==> config.mk <==
export PLATFORM = sky130hd
export DESIGN_NAME = nbt_sram
export DESIGN_NICKNAME = d
export VERILOG_FILES = /design/src/rtl/nbt_pkg.sv /design/src/rtl/nbt_burst_ctl.sv /design/src/rtl/nbt_mem_array.sv /design/src/rtl/nbt_read_path.sv /design/src/rtl/nbt_sram.sv
export SDC_FILE = /design/constraint.sdc
export NUM_CORES = 1
export LEC_CHECK = 0
export BUFFER_PORTS_ARGS = -buffer_cell sky130_fd_sc_hd__buf_4
export CAP_MARGIN = 30
export CORE_ASPECT_RATIO = 0.75
export CORE_MARGIN = 1
export CORE_UTILIZATION = 25
export CTS_CLUSTER_SIZE = 24
export DETAILED_ROUTE_END_ITERATION = 10
export MAX_ROUTING_LAYER = met4
export SYNTH_ARGS = -nofsm -noshare
export SYNTH_HDL_FRONTEND = slang
export SYNTH_SLANG_ARGS = --single-unit
==> constraint.sdc <==
create_clock -name clk -period 3.2 [get_ports clk]
set_input_delay 0.64 -clock clk [delete_from_list [all_inputs] [get_ports clk]]
set_output_delay 0.64 -clock clk [all_outputs]
set_load 0.02 [all_outputs]
==> src/rtl/nbt_pkg.sv <==
package nbt_pkg;

   typedef enum logic [1:0] {
      OP_NONE  = 2'd0,
      OP_READ  = 2'd1,
      OP_WRITE = 2'd2
   } op_e;

   // low address bits of burst beat n, from the burst start
   function automatic logic [1:0] beat_low(input logic [1:0] start,
                                           input logic [1:0] n,
                                           input logic       ilv);
      return ilv ? (start ^ n) : (start + n);
   endfunction

endpackage

==> src/rtl/nbt_burst_ctl.sv <==
module nbt_burst_ctl
   import nbt_pkg::*;
#(
   parameter int ADDR_W    = 4,
   parameter int NUM_BYTES = 2
) (
   input  logic                 clk,
   input  logic                 rst_n,
   input  logic                 sleep,
   input  logic                 cmd_sel,
   input  logic                 adv,
   input  logic                 wr,
   input  logic                 interleave,
   input  logic [ADDR_W-1:0]    addr,
   input  logic [NUM_BYTES-1:0] byte_we,
   output op_e                  s1_op,
   output logic [ADDR_W-1:0]    s1_addr,
   output logic [NUM_BYTES-1:0] s1_be
);

   logic              act, bwr;
   logic [ADDR_W-1:0] base;
   logic [1:0]        cnt, cnt_nx;
   logic              do_load, do_step, do_drop;

   always_comb begin
      do_load = !sleep && !adv && cmd_sel;
      do_step = !sleep && adv && act;
      do_drop = !sleep && !adv && !cmd_sel;
      cnt_nx  = cnt + 2'd1;
   end

   always_ff @(posedge clk or negedge rst_n) begin
      if (!rst_n) begin
         act     <= 1'b0;
         bwr     <= 1'b0;
         base    <= '0;
         cnt     <= '0;
         s1_op   <= OP_NONE;
         s1_addr <= '0;
         s1_be   <= '0;
      end else begin
         s1_be <= byte_we;
         if (do_load) begin
            act     <= 1'b1;
            bwr     <= wr;
            base    <= addr;
            cnt     <= '0;
            s1_op   <= wr ? OP_WRITE : OP_READ;
            s1_addr <= addr;
         end else if (do_step) begin
            cnt     <= cnt_nx;
            s1_op   <= bwr ? OP_WRITE : OP_READ;
            s1_addr <= {base[ADDR_W-1:2], beat_low(base[1:0], cnt_nx, interleave)};
         end else begin
            s1_op <= OP_NONE;
            if (do_drop) act <= 1'b0;
         end
      end
   end

endmodule

==> src/rtl/nbt_mem_array.sv <==
module nbt_mem_array #(
   parameter int ADDR_W    = 4,
   parameter int NUM_BYTES = 2,
   parameter int BYTE_W    = 9
) (
   input  logic                        clk,
   input  logic                        wr_en,
   input  logic [ADDR_W-1:0]           wr_addr,
   input  logic [NUM_BYTES-1:0]        wr_be,
   input  logic [NUM_BYTES*BYTE_W-1:0] wr_data,
   input  logic [ADDR_W-1:0]           rd_addr,
   output logic [NUM_BYTES*BYTE_W-1:0] rd_data
);

   localparam int DEPTH = 1 << ADDR_W;

   for (genvar b = 0; b < NUM_BYTES; b++) begin : g_lane
      logic [BYTE_W-1:0] lane [DEPTH];

      always_ff @(posedge clk) begin
         if (wr_en && wr_be[b]) lane[wr_addr] <= wr_data[b*BYTE_W +: BYTE_W];
      end

      assign rd_data[b*BYTE_W +: BYTE_W] = lane[rd_addr];
   end

endmodule

==> src/rtl/nbt_read_path.sv <==
module nbt_read_path
   import nbt_pkg::*;
#(
   parameter int ADDR_W    = 4,
   parameter int NUM_BYTES = 2,
   parameter int BYTE_W    = 9
) (
   input  logic                        clk,
   input  logic                        rst_n,
   input  logic                        pipe_mode,
   input  op_e                         s1_op,
   input  logic [ADDR_W-1:0]           s1_addr,
   input  op_e                         s2_op,
   input  logic [ADDR_W-1:0]           s2_addr,
   input  logic [NUM_BYTES-1:0]        s2_be,
   input  logic [NUM_BYTES*BYTE_W-1:0] mem_q,
   input  logic [NUM_BYTES*BYTE_W-1:0] wr_data,
   output logic [NUM_BYTES*BYTE_W-1:0] rd_data,
   output logic                        rd_drive
);

   localparam int DATA_W = NUM_BYTES * BYTE_W;

   logic              hit, q_vld;
   logic [DATA_W-1:0] fwd, q_reg;

   assign hit = (s2_op == OP_WRITE) && (s2_addr == s1_addr);

   // write landing at the capture edge is merged lane by lane
   for (genvar b = 0; b < NUM_BYTES; b++) begin : g_fwd
      assign fwd[b*BYTE_W +: BYTE_W] = (hit && s2_be[b]) ? wr_data[b*BYTE_W +: BYTE_W]
                                                         : mem_q[b*BYTE_W +: BYTE_W];
   end

   always_ff @(posedge clk or negedge rst_n) begin
      if (!rst_n) begin
         q_vld <= 1'b0;
         q_reg <= '0;
      end else begin
         q_vld <= (s1_op == OP_READ);
         q_reg <= fwd;
      end
   end

   assign rd_data  = pipe_mode ? q_reg : mem_q;
   assign rd_drive = pipe_mode ? q_vld : (s1_op == OP_READ);

endmodule

==> src/rtl/nbt_sram.sv <==
module nbt_sram
   import nbt_pkg::*;
#(
   parameter int ADDR_W    = 4,
   parameter int NUM_BYTES = 2,
   parameter int BYTE_W    = 9
) (
   input  logic                        clk,
   input  logic                        rst_n,
   input  logic                        pipe_mode,
   input  logic                        interleave,
   input  logic                        ce0,
   input  logic                        ce1,
   input  logic                        ce2,
   input  logic                        adv,
   input  logic                        wr,
   input  logic [ADDR_W-1:0]           addr,
   input  logic [NUM_BYTES-1:0]        byte_we,
   input  logic [NUM_BYTES*BYTE_W-1:0] dq_in,
   input  logic                        oe,
   input  logic                        sleep,
   output logic [NUM_BYTES*BYTE_W-1:0] dq_out,
   output logic                        dq_oe
);

   localparam int DATA_W = NUM_BYTES * BYTE_W;

   if (ADDR_W < 3) begin : g_bad_addr_w
      $error("nbt_sram: ADDR_W must be at least 3");
   end
   if (NUM_BYTES < 1 || BYTE_W < 1) begin : g_bad_lanes
      $error("nbt_sram: NUM_BYTES and BYTE_W must be positive");
   end

   op_e                  s1_op, s2_op;
   logic [ADDR_W-1:0]    s1_addr, s2_addr, wa;
   logic [NUM_BYTES-1:0] s1_be, s2_be, wbe;
   logic                 we_now, rd_drive;
   logic [DATA_W-1:0]    mem_q, rd_data;

   nbt_burst_ctl #(.ADDR_W(ADDR_W), .NUM_BYTES(NUM_BYTES)) u_ctl (
      .clk(clk), .rst_n(rst_n), .sleep(sleep), .cmd_sel(ce0 && ce1 && ce2),
      .adv(adv), .wr(wr), .interleave(interleave), .addr(addr), .byte_we(byte_we),
      .s1_op(s1_op), .s1_addr(s1_addr), .s1_be(s1_be)
   );

   // second stage for the double-late write and the bypass compare
   always_ff @(posedge clk or negedge rst_n) begin
      if (!rst_n) begin
         s2_op   <= OP_NONE;
         s2_addr <= '0;
         s2_be   <= '0;
      end else begin
         s2_op   <= s1_op;
         s2_addr <= s1_addr;
         s2_be   <= s1_be;
      end
   end

   always_comb begin
      if (pipe_mode) begin
         we_now = (s2_op == OP_WRITE);
         wa     = s2_addr;
         wbe    = s2_be;
      end else begin
         we_now = (s1_op == OP_WRITE);
         wa     = s1_addr;
         wbe    = s1_be;
      end
   end

   nbt_mem_array #(.ADDR_W(ADDR_W), .NUM_BYTES(NUM_BYTES), .BYTE_W(BYTE_W)) u_mem (
      .clk(clk), .wr_en(we_now), .wr_addr(wa), .wr_be(wbe), .wr_data(dq_in),
      .rd_addr(s1_addr), .rd_data(mem_q)
   );

   nbt_read_path #(.ADDR_W(ADDR_W), .NUM_BYTES(NUM_BYTES), .BYTE_W(BYTE_W)) u_rd (
      .clk(clk), .rst_n(rst_n), .pipe_mode(pipe_mode),
      .s1_op(s1_op), .s1_addr(s1_addr), .s2_op(s2_op), .s2_addr(s2_addr), .s2_be(s2_be),
      .mem_q(mem_q), .wr_data(dq_in), .rd_data(rd_data), .rd_drive(rd_drive)
   );

   assign dq_out = rd_data;
   assign dq_oe  = rd_drive && oe && !sleep;

endmodule

# After elaboration in Yosys (flattened, before gate mapping)
# Memory sizes are Yosys's and may differ from the RTL's.
# Index checks and enable logic that the tools add are counted.
dict set report classes {
  add_sub_neg 2
  eq_ne 5
  n_mux 23
  bitwise_logic 1
  n_reduce_logical 20
}
# cell count
set ops {}
lappend ops {{$mux W18} 1}
lappend ops {{$mux W9} 2}
lappend ops {{$mux W2} 8}
lappend ops {{$logic_and A1 B1 Y1} 14}
lappend ops {{$mux W4} 3}
lappend ops {{$mux W1} 9}
lappend ops {{$eq A2 B2 Y1 const B} 2}
lappend ops {{$eq A4 B4 Y1} 1}
lappend ops {{$reduce_bool A2 Y1} 2}
lappend ops {{$logic_not A1 Y1} 3}
lappend ops {{$add A2 B1 Y2 const B} 1}
lappend ops {{$add A2 B2 Y2} 1}
lappend ops {{$eq A2 B1 Y1 const B} 1}
lappend ops {{$ne A2 B1 Y1 const B} 1}
lappend ops {{$reduce_and A2 Y1} 1}
lappend ops {{$xor A2 B2 Y2} 1}
dict set report totals {
  regBits 43
  mem_bits_rw 288
  in_bits 35
  output_inout_bits 19
  wordCells 65
  mem_count 2
}
# memory words word_bits rd rd_ports_with_merged_regs wr line_no
set memory_table {}
lappend memory_table {{u_mem.g_lane[0].lane} 16 9 1 0 1 nbt_mem_array.sv:18} ;# logic [BYTE_W-1:0] lane [DEPTH];
lappend memory_table {{u_mem.g_lane[1].lane} 16 9 1 0 1 nbt_mem_array.sv:18}

# Logic depth before layout (Yosys ltp)
dict set report logic_depth {
  ltp_word 7
  mapped_depth 7
  ltp_nobuf 6
}

# Modules after synthesis
# A second synthesis with hierarchy kept.
dict set report unflattened {
  cells_unflattened 641
  area_unflattened_um2 13082.5
}
# mod n_inst cells_per_inst area_each_um2 seq_area_each_um2
set by_module_without_submodules {}
lappend by_module_without_submodules {nbt_mem_array 1 492 11049.3 8648.3}
lappend by_module_without_submodules {nbt_read_path 1 70 1006.0 475.5}
lappend by_module_without_submodules {nbt_burst_ctl 1 58 694.4 400.4}
lappend by_module_without_submodules {nbt_sram 1 21 332.8 200.2}

# Least setup slack after synthesis
# Ideal clock, no wire load.
dict set report synth_timing {
  path_kind {reg2out}
  from {register u_ctl.s1_addr[2]}
  to {output dq_out[0]}
  arrival_ns 1.857
  required_ns 2.560
  slack_ns 0.703
  path_stages_with_launch 8
  n_path_buf 3
  path_cell_list {dfrtp_1 buf_2 buf_2 clkbuf_1 mux4_2 a22oi_1 nand2_1 mux2_2}
}
dict set report synth_via {
  elab_chain_cells 2
}
# element line_no
set synth_lines {}
lappend synth_lines {{start: declaration} nbt_burst_ctl.sv:17} ;# output logic [ADDR_W-1:0] s1_addr,
lappend synth_lines {{start signal: assignment} nbt_burst_ctl.sv:50} ;# s1_addr <= addr;
lappend synth_lines {{start signal: assignment} nbt_burst_ctl.sv:54} ;# s1_addr <= {base[ADDR_W-1:2], beat_low(base[1:0], cnt_nx, interleave)};
lappend synth_lines {{$mem_v2 Z16 W9} -}
lappend synth_lines {{$mux W18} nbt_read_path.sv:45} ;# assign rd_data = pipe_mode ? q_reg : mem_q;
lappend synth_lines {{end: declaration} nbt_sram.sv:22} ;# output logic [NUM_BYTES*BYTE_W-1:0] dq_out,
# Every way passes these cells.

# Final worst setup path
dict set report layout_timing {
  from {register u_ctl.s1_addr[0]}
  to {output dq_out[7]}
}
# Same word-level chain as after synthesis.

==> key figures <==
Run status
  • Status: finished clean

Layout
  • Final net count: 807
  • Antenna diodes: 0
  • Area Overhead vs Synth: 24.9%
  • Share of post-route cells with drive strength above 1: 41.0%
  • Filler cells: 4,831
  • Max reg flops: 288

Timing
  • Minimum clock period: 3.20 ns
  • Total Neg Setup Slack: 0 ns
  • Slew HR: 53.5%
  • Final Cycle Share: 99.9%
  • Endpoints failing setup: 0
  • Final worst setup slack: 0.00462 ns
  • Slew of the pin with the lowest slew margin: 0.697 ns
  • Fin. Hold Viols: 0
  • RSZ-0062 raised after global routing: yes
  • Clock skew: 0.0198 ns
  • Final Slew Violations: 0
  • Fmax: 0.313 GHz

Worst setup path
  • Reg2reg start: u_ctl.s1_addr[0]$_DFFE_PN0P_
  • Crit start category: register
  • CP required: 2.56 ns
  • Crit path arrival time: 2.56 ns
  • Max FO, Critical Path: 6
  • CP Capture Type: primary output
  • Critical Path Source: u_ctl.s1_addr[0]$_DFFE_PN0P_
  • Critical path type: register to primary output

Global routing
  • Met3 Resource Use GR: 2.00%
  • Total track usage: 12.1%
  • Met2 Use GR: 18.0%
  • GRT Max-Usage Layer: met2
  • Number of global-route vias before repair: 6,859
  • Number of antenna violations at the first check in global routing: 0
  • Largest net degree at the start of global routing: 44
  • Met1 usage: 17.2%
  • First-pass GRT wire length: 45,800 microns
  • Gr ovfl total: 0

Logic synthesis
  • Cells after Synth: 640
  • Yosys warning total: 0
  • Async set-reset flop share out of synthesis: 13.0%
  • #FFs+latches synth: 331
  • Post-Syn Area: 13,000 sq um
  • Syn avg cell area: 20.3 sq um
  • Library cells used by synthesis: 34
  • Post-synth top flop: edfxtp_1
  • Syn Nets: 676
  • Post-synth EDFFs: 288
  • Seq/Total Area, Yosys: 74.8%

Place
  • Hpwl dp: 18,900 microns
  • Setup slack at placement: 0.419 ns
  • GPL Wtd Cong: 0.754
  • I/O Buffers: 53

Pwr
  • Total chip power: 13.5 mW
  • Peak supply drop: 0.347 mV
  • Pleak: 5.46 nW
  • Cell Pwr Density: 832 nW/um^2

Clock tree
  • Clk buf depth: 3
  • Root Buffer: clkbuf_16
  • Clk Latency, worst-skew pair: 0.52 ns
  • CTS tree: yes
  • CTS H-tree depth: 2
  • Clock Sinks: 331
  • Worst-path clk slew: 0.06 ns
  • Num CTS Buffers: 35

Drt
  • Routed wire length: 30,500 microns
  • Remaining antenna violation count after routing: 0
  • Via/cell ratio: 4.44
  • Drt drc: 0
  • Wire length per cell: 20.4 microns
  • Drt first pass iters: 5
  • Number of DRC markers in iteration 0: 599
  • Via count: 6,614

Floorplan
  • Top Ports: 54
  • # rows: 71
  • Die X: 265 microns
  • Initial core utilization: 25.6%
  • Core area: 50,700 sq um
  • Die Y: 200 microns
  • Total die area: 52,900 sq um

Worst hold path
  • Hold Path Class: input pin to asynchronous set/reset pin

Flow run
  • Max Cap Violations: 0
cells in the final DEF (no fill, tap or decap), types with 9 or more instances in the layout:
cell type | netlist | routed
edfxtp_1 | 288 | 288
buf_4 | 3 | 96
mux4_2 | 72 | 72
dfrtp_1 | 43 | 41
mux2_2 | 41 | 36
nor2_1 | 37 | 36
clkbuf_16 | 0 | 36
a22oi_2 | 4 | 30
nand2_1 | 26 | 25
buf_6 | 1 | 15
clkbuf_1 | 12 | 13
buf_12 | 3 | 9
metal layers:
layer  vias up  wire [microns]
li1       2860               -
met1      3533           14600
met2       180           13900
met3        41            1490
met4         0             567
met5         -               0
worst max-delay path: stages (launching register included):
cell,delay (ns)
dfrtp_4,0.53
buf_6,0.15
buf_12,0.13
mux4_2,0.44
a22oi_2,0.23
nand2_1,0.12
mux2_4,0.31
buf_6,0.14
area by class of cell:
cell class	instances	area, sq um	share of cell area [%]
timing repair buffer	126	1220	7.52
sequential	331	9730	59.9
tap	693	867	5.34
multi-input combinational	272	3230	19.9
clock buffer	53	1000	6.18
clock inverter	11	174	1.07
inverter	5	18.8	0.116
cell usage after synthesis, types with 2 or more instances:
cell type | instances | area [sq um]
edfxtp_1 | 288 | 8650
mux4_2 | 72 | 1620
dfrtp_1 | 43 | 1080
mux2_2 | 41 | 462
nor2_1 | 37 | 139
a22oi_1 | 32 | 240
nand2_1 | 26 | 97.6
clkbuf_1 | 12 | 45.0
buf_2 | 11 | 55.1
a31oi_1 | 8 | 50.1
nand2b_1 | 8 | 50.1
nor3b_1 | 6 | 45.0
inv_1 | 5 | 18.8
mux2i_1 | 5 | 50.1
a22oi_2 | 4 | 50.1
nor2b_1 | 4 | 25.0
xor2_1 | 4 | 35.0
a21oi_1 | 3 | 15.0
buf_12 | 3 | 60.1
buf_4 | 3 | 22.5
nor3_1 | 3 | 15.0
o21ai_0 | 3 | 15.0
xnor2_1 | 3 | 26.3
and2_1 | 2 | 12.5
and3b_1 | 2 | 17.5
buf_1 | 2 | 7.51
nand3_2 | 2 | 20.0
nand3b_1 | 2 | 15.0
final timing paths:
check / to / slack [ns] / depth (start not counted)
max in group asynchronous: u_ctl.s1_addr[0]$_DFFE_PN0P_ / 2.50 / 1
max: dq_out[7] / 0.005 / 7
min reg2reg: s2_be[1]$_DFF_PN0_ / 0.38 / 0
max reg2reg: u_rd.q_reg[7]$_DFF_PN0_ / 0.83 / 6
min: u_ctl.base[3]$_DFFE_PN0P_ / 0.17 / 1
min in group clk: u_ctl.s1_be[1]$_DFF_PN0_ / 0.25 / 1
where the power goes:
part           internal [mW]  switching [mW]
Clock                   2.51            1.61
Sequential              4.91           0.178
Combinational           2.29            2.03
stage by stage:
stage	util, %	hold slack [ns]	instance area [sq um]	instances
after global placement	28.7	0.372	14600	1410
final	32.0	0.174	16200	1491
after global routing	32.0	0.208	16200	1491
after CTS	31.9	0.190	16200	1490
after detailed placement	28.7	0.371	14600	1410
after floorplan	-	0.344	13000	640
kinds of logic (layout without fill, tap and decap cells):
group	count (synthesis)	count (layout)	share of synthesized area [%]
DFF	331	331	74.8
muxes	118	118	16.4
and+or+nand+nor	95	95	3.54
AOI/OAI and AO/OA	50	50	2.85
buffers and inverters	37	195	1.69
xor gates and xnor gates	8	8	0.645
adders and majority gates	1	1	0.0962
repair_timing:
item                       in CTS  in global routing
setup endpoints to repair      18                 18
pin swaps                      26                 14
resized for setup              54                 14
buffers inserted               11                  2
gates cloned                    5                  0
hold buffers                    0                  0
(Power assumes the default switching activity.)
